File: config.mk
export PLATFORM = sky130hd
export DESIGN_NAME = tamper_guard
export DESIGN_NICKNAME = d
export VERILOG_FILES = /design/src/rtl/tamper_guard.sv
export SDC_FILE = /design/constraint.sdc
export NUM_CORES = 1
export LEC_CHECK = 0
export BUFFER_PORTS_ARGS = -buffer_cell sky130_fd_sc_hd__buf_2
export CAP_MARGIN = 20
export CORE_AREA = 2 2 228 230
export CTS_BUF_LIST = sky130_fd_sc_hd__clkbuf_8 sky130_fd_sc_hd__clkbuf_16
export CTS_CLUSTER_SIZE = 20
export DETAILED_ROUTE_END_ITERATION = 8
export DIE_AREA = 0 0 230 232
export PLACE_DENSITY_LB_ADDON = 0.08
export SLEW_MARGIN = 20
export SYNTH_ARGS = -nofsm -noshare
export SYNTH_HDL_FRONTEND = slang
export SYNTH_SLANG_ARGS = --single-unit
File: constraint.sdc
create_clock -name clk -period 3 [get_ports clk]
set_input_delay 0.45 -clock clk [delete_from_list [all_inputs] [get_ports clk]]
set_output_delay 0.45 -clock clk [all_outputs]
set_load 0.02 [all_outputs]
File: src/rtl/tamper_guard.sv
module tamper_guard #(
  parameter int NPIN = 8,
  parameter int NBKP = 8,
  parameter int TSW  = 32,
  parameter int LOGD = 4
) (
  input  logic            clk,
  input  logic            rst_n,
  input  logic [NPIN-1:0] tamper_pin,
  input  logic [TSW-1:0]  sec_count,
  input  logic [4:0]      reg_addr,
  input  logic            reg_we,
  input  logic [31:0]     reg_wdata,
  output logic [31:0]     reg_rdata,
  output logic            key_erase,
  output logic            scramble_erase,
  output logic            backup_erase,
  output logic            tamper_irq
);
  localparam int IW = $clog2(NPIN);
  localparam int PW = $clog2(LOGD);
  localparam int CW = $clog2(LOGD + 1);
  localparam int BW = $clog2(NBKP);
  localparam logic [4:0] A_CTRL = 5'd0;
  localparam logic [4:0] A_STAT = 5'd1;
  localparam logic [4:0] A_TIME = 5'd2;
  localparam logic [4:0] A_SRC  = 5'd3;
  localparam logic [4:0] A_BKP  = 5'd16;

  logic [NPIN-1:0] s1, s2, s3, seen, hit, pend, src, pin_en;
  logic            key_en, bkp_en, wlock, rlock, sticky, ovf;
  logic [31:0]     bkp [NBKP];
  logic [TSW-1:0]  ts_hold;
  logic [TSW-1:0]  log_ts [LOGD];
  logic [IW-1:0]   log_id [LOGD];
  logic [PW-1:0]   wr_ptr, rd_ptr;
  logic [CW-1:0]   cnt;
  logic [IW-1:0]   pick_idx;
  logic [4:0]      boff;
  logic            any_hit, push, pop, clr, full, in_bkp;

  assign hit     = pin_en & s2 & s3 & ~seen;
  assign any_hit = |hit;
  assign push    = |pend;
  assign full    = (cnt == CW'(LOGD));
  assign pop     = reg_we && (reg_addr == A_SRC) && (cnt != '0);
  assign clr     = reg_we && (reg_addr == A_STAT) && reg_wdata[0];
  assign tamper_irq = sticky;
  assign boff    = reg_addr - A_BKP;
  assign in_bkp  = (reg_addr >= A_BKP) && (reg_addr < A_BKP + 5'(NBKP));

  always_comb begin
    pick_idx = '0;
    for (int i = NPIN - 1; i >= 0; i--)
      if (pend[i]) pick_idx = IW'(i);
  end

  always_ff @(posedge clk or negedge rst_n) begin
    if (!rst_n) begin
      s1 <= '0; s2 <= '0; s3 <= '0; seen <= '0;
    end else begin
      s1 <= tamper_pin;
      s2 <= s1;
      s3 <= s2;
      seen <= pin_en & s2 & s3;
    end
  end

  always_ff @(posedge clk or negedge rst_n) begin
    if (!rst_n) begin
      key_erase <= 1'b0; scramble_erase <= 1'b0; backup_erase <= 1'b0;
    end else begin
      key_erase      <= any_hit & key_en;
      scramble_erase <= any_hit;
      backup_erase   <= any_hit & bkp_en;
    end
  end

  always_ff @(posedge clk or negedge rst_n) begin
    if (!rst_n) begin
      pin_en <= '0; key_en <= 1'b0; bkp_en <= 1'b0; wlock <= 1'b0; rlock <= 1'b0;
    end else if (reg_we && reg_addr == A_CTRL) begin
      pin_en <= reg_wdata[NPIN-1:0];
      key_en <= reg_wdata[24];
      bkp_en <= reg_wdata[25];
      wlock  <= reg_wdata[26];
      rlock  <= reg_wdata[27];
    end
  end

  always_ff @(posedge clk or negedge rst_n) begin
    if (!rst_n) begin
      sticky <= 1'b0; src <= '0;
    end else begin
      sticky <= any_hit | (sticky & ~clr);
      src    <= hit | (clr ? '0 : src);
    end
  end

  always_ff @(posedge clk or negedge rst_n) begin
    if (!rst_n) begin
      for (int i = 0; i < NBKP; i++) bkp[i] <= '0;
    end else begin
      for (int i = 0; i < NBKP; i++) begin
        if (any_hit && bkp_en) bkp[i] <= '0;
        else if (reg_we && !wlock && reg_addr == A_BKP + 5'(i)) bkp[i] <= reg_wdata;
      end
    end
  end

  always_ff @(posedge clk or negedge rst_n) begin
    if (!rst_n) begin
      pend <= '0; ts_hold <= '0;
    end else begin
      pend <= (pend & ~(NPIN'(1) << pick_idx)) | hit;
      if (any_hit) ts_hold <= sec_count;
    end
  end

  always_ff @(posedge clk or negedge rst_n) begin
    if (!rst_n) begin
      wr_ptr <= '0; rd_ptr <= '0; cnt <= '0; ovf <= 1'b0;
      for (int i = 0; i < LOGD; i++) begin
        log_ts[i] <= '0;
        log_id[i] <= '0;
      end
    end else begin
      if (push) begin
        log_ts[wr_ptr] <= ts_hold;
        log_id[wr_ptr] <= pick_idx;
        wr_ptr <= wr_ptr + 1'b1;
      end
      if (push && !pop && full) begin
        rd_ptr <= rd_ptr + 1'b1;
        ovf <= 1'b1;
      end else begin
        if (pop) rd_ptr <= rd_ptr + 1'b1;
        if (clr) ovf <= 1'b0;
      end
      if (push && !pop && !full) cnt <= cnt + 1'b1;
      else if (pop && !push) cnt <= cnt - 1'b1;
    end
  end

  always_comb begin
    reg_rdata = '0;
    case (reg_addr)
      A_CTRL: begin
        reg_rdata[NPIN-1:0] = pin_en;
        reg_rdata[27:24] = {rlock, wlock, bkp_en, key_en};
      end
      A_STAT: begin
        reg_rdata[0] = sticky;
        reg_rdata[1] = ovf;
        reg_rdata[4 +: CW] = cnt;
        reg_rdata[8 +: NPIN] = src;
      end
      A_TIME: if (cnt != '0) reg_rdata[TSW-1:0] = log_ts[rd_ptr];
      A_SRC: if (cnt != '0) begin
        reg_rdata[31] = 1'b1;
        reg_rdata[IW-1:0] = log_id[rd_ptr];
      end
      default: if (in_bkp && !rlock) reg_rdata = bkp[boff[BW-1:0]];
    endcase
  end

  logic [31:0] bkp_any;
  always_comb begin
    bkp_any = '0;
    for (int i = 0; i < NBKP; i++) bkp_any = bkp_any | bkp[i];
  end

  assert_key_needs_scramble_R2: assert property (@(posedge clk) disable iff (!rst_n)
    key_erase |-> scramble_erase);
  assert_backup_zero_R4: assert property (@(posedge clk) disable iff (!rst_n)
    backup_erase |-> (bkp_any == '0));
  assert_irq_on_event_R7: assert property (@(posedge clk) disable iff (!rst_n)
    scramble_erase |-> tamper_irq);
  assert_log_bound_R10: assert property (@(posedge clk) disable iff (!rst_n)
    cnt <= CW'(LOGD));
  assert_ovf_only_full_R10: assert property (@(posedge clk) disable iff (!rst_n)
    $rose(ovf) |-> full);
  assert_pop_drains_R11: assert property (@(posedge clk) disable iff (!rst_n)
    (pop && !push) |=> (cnt == $past(cnt) - 1'b1));
endmodule

==> impl_results.md <==
- Outcome: complete, no violations
- Initial antenna violation count: 7
- Min-delay src: sec_count[15]
- Period utilization: a little over nine tenths
- Post-synthesis sequential area ratio: 55.3%
- Hold Crit Class: input port to flop
- Max Clock Skew: 0.0160 ns
- Design Area, Final: roughly 0.026 mm2
- Final ANT Viol Nets: 0
- Via count: around 16000
- Dominant synthesized flop cell: dfrtp_1
- PwrDens: just over 900 mW/mm2
- Final total power: between 20000 and 25000 uW
- Clk buf depth: 3
- Slew Limit Fails: 0
- Cell area after placement: 0.0242 mm2
- Met3 routed WL: 3.40 mm
- Worst Tran Pin Value: 0.744 ns
- Max_cap viols: 0
- Die width: 230 um
- First-pass GRT wire length: 99.8 mm
- Worst Path Required: 2.55 ns
- Syn Inst Count: 1964
- Static leakage: approximately 0.012 uW
- Relative slew margins: 49.6%
- Multi-input gate area: approximately 0.0093 mm2
- Fillers: 4563
- Post-Syn Area: 0.0226 mm2
- Nets@finish: 2162
- Vias in the first global route: 15900
- Drt pass-1 iters: 5
- Peak supply drop: 0.000650 V
- CP delay by family, top: multiplexers
- Avg WL per Cell: 23.1 um
- FP Rows: 83
- Clock net sink count: 500
- Largest net degree at the start of global routing: roughly 100
- P&R area growth vs syn: 15.8%
- Post-synth EDFFs: 0
- FMAX: 0.340 GHz
- Root Buffer: clkbuf_16
- Setup TNS: 0 ns
- Iteration-0 DRC Markers: 1451
- DR vias/cell: approximately 5.6
- Total track usage: 24.6%
- Inserted Clock Buffers: 55
- Initial Util: approximately 44%
- Commonest cells after routing, fill and taps aside: nand2_1 (557), dfrtp_1 (497), a21oi_1 (266)
- RD Place Congestion: 0.797
- Core box area: 0.0509 mm2
- WP buf/inv: 2
- Crit path max-delay cell type: mux4_2
- Worst R2R Start: pend[4]$_DFF_PN0_
- Worst setup path start: rd_ptr[0]$_DFFE_PN0P_
- Crit Path Max Fanout: 12
- Most common cell after layout, fill and taps aside: nand2_1
- Total area of sequential cells: 0.0125 mm2
- Final worst path period need: 2.94 ns
- Routed WL: between 60 and 70 mm
- CP Cell Sequence: buf_12 > mux4_2 > a222oi_1 > o211ai_1 > buf_4
- Ys Warns: 0
- Critical Path AT: between 2 and 2.5 ns
- H-tree depth: 2
- Clock transition at path regs: 0.06 ns
- Crit-path max cell delay: 0.54 ns
- Full die area: 0.0534 mm2
- Crit start category: flop
- Mapped Nets: 2049
- Synth Area per Inst: 11.5 um2
- Die H: around 230 um
- Final hold violation count: 0
- Max layer used: met5
- RSZ-0062 raised after global routing: true
- Final setup viols: 0
- Remaining global-route overflow: 0
- Flops & latches, synth: 500
- TritonCTS clock tree: done
- IO Port Bufs: 115
- Crit Path Class: flop to primary output
- # IOs: approximately 120
- Drt drc: 0
- Worst skew pair latency: 0.61 ns
- Final HPWL DP: between 40 and 50 mm
- Hold Slack: 0.0742 ns
- Post-synth ARST share: 100%
- Post-synth cell types: 50
- Routed metal-1 wire length: 28.3 mm
- CP endpoint kind: primary output
- Met2 routed WL: 31.2 mm
- Share of layout cells above drive strength 1: 27.1%
-- per-stage QoR --
step	utilization, %	setup WS (ns)	cells
finish	51.5	0.0607	2799
global route	51.5	-0.0162	2799
CTS	51.4	0.00438	2795
detailed placement	47.5	0.126	2683
global placement	47.5	0.110	2683
floorplan	-	0.496	1964
-- where the power goes --
| part | switching, uW | total [uW] | internal, uW |
|---|---|---|---|
| sequential | 1280 | 10000 | 8730 |
| clock | 2760 | 6630 | 3870 |
| combinational | 3240 | 7160 | 3920 |
| total | 7280 | 23800 | 16500 |
-- state kept, by name, indices dropped and copies added, names as in the netlist, 12 cells and up --
register	cells
bkp	256
log_id	12
ts_hold	32
log_ts	128
-- cell usage after synthesis (4+ instances only) --
cell	n	share of area, %
o21ai_0	44	0.97
dfrtp_1	500	55
inv_1	8	0.13
nor3_1	7	0.15
nand3_1	5	0.11
a21o_1	4	0.13
mux2_4	61	4.0
buf_2	17	0.38
nand4b_1	5	0.19
nor2b_1	6	0.17
nand2_1	559	9.3
ha_1	4	0.22
mux2_2	94	4.7
mux4_2	99	9.9
and3_1	7	0.19
mux2_1	18	0.90
buf_12	7	0.62
mux2i_1	32	1.4
a22oi_1	15	0.50
nand2b_1	5	0.14
a222oi_1	5	0.22
buf_1	29	0.48
nor2_1	16	0.27
a21oi_1	267	5.9
clkbuf_1	105	1.7
buf_6	4	0.20
-- layout make-up --
cell class | instances | area share, %
clock buffers | 63 | 5.72
flip-flops and latches | 500 | 47.8
inverters | 8 | 0.115
well taps | 680 | 3.25
diodes | 3 | 0.0287
multi-input cells | 1291 | 35.6
clock inverters | 33 | 0.989
repair buffers | 221 | 6.52
-- logic make-up (layout without fill, tap and decap cells) --
family	Yosys count	after routing	share of synthesized area (%)
other	0	3	0
buffers and inverters	173	325	3.75
DFF	500	500	55.3
adders and majority gates	5	5	0.310
and+or+nand+nor	631	631	11.4
muxes	304	304	20.9
xor gates and xnor gates	5	5	0.194
AOI/OAI and AO/OA	346	346	8.12
-- path summary, 6_finish.rpt --
kind | endpoint | slack (ns) | cells after the start
max reg2reg | cnt[1]$_DFFE_PN0P_ | 0.41 | 6
min | ts_hold[15]$_DFFE_PN0N_ | 0.07 | 2
min in group asynchronous | ts_hold[24]$_DFFE_PN0N_ | 0.37 | 2
max | reg_rdata[1] | 0.06 | 5
min reg2reg | s2[7]$_DFF_PN0_ | 0.35 | 0
max in group asynchronous | bkp[146]$_DFFE_PN0P_ | 1.65 | 3
-- layer usage --
metal	global-route usage, %	up-vias
met5	0	-
li1	-	6998
met1	34.1	8027
met2	40.1	419
met3	3.55	101
met4	8.04	6
-- worst reg2reg max path: stages, from the launching register on --
cell and delay [ns]:
dfrtp_1 0.40, or4_1 0.68, or2_4 0.41, and3_4 0.24, inv_1 0.07, fa_1 0.41, mux2_4 0.27
-- timing repair --
action                     4_1_cts  5_1_grt
pin swaps                        2        1
hold endpoints to repair        60        0
hold buffers                     9        0
gates resized for setup          9        4
setup endpoints to repair       15       11
setup buffers                    7        1
No activity file was read; power rests on OpenSTA's default activity.
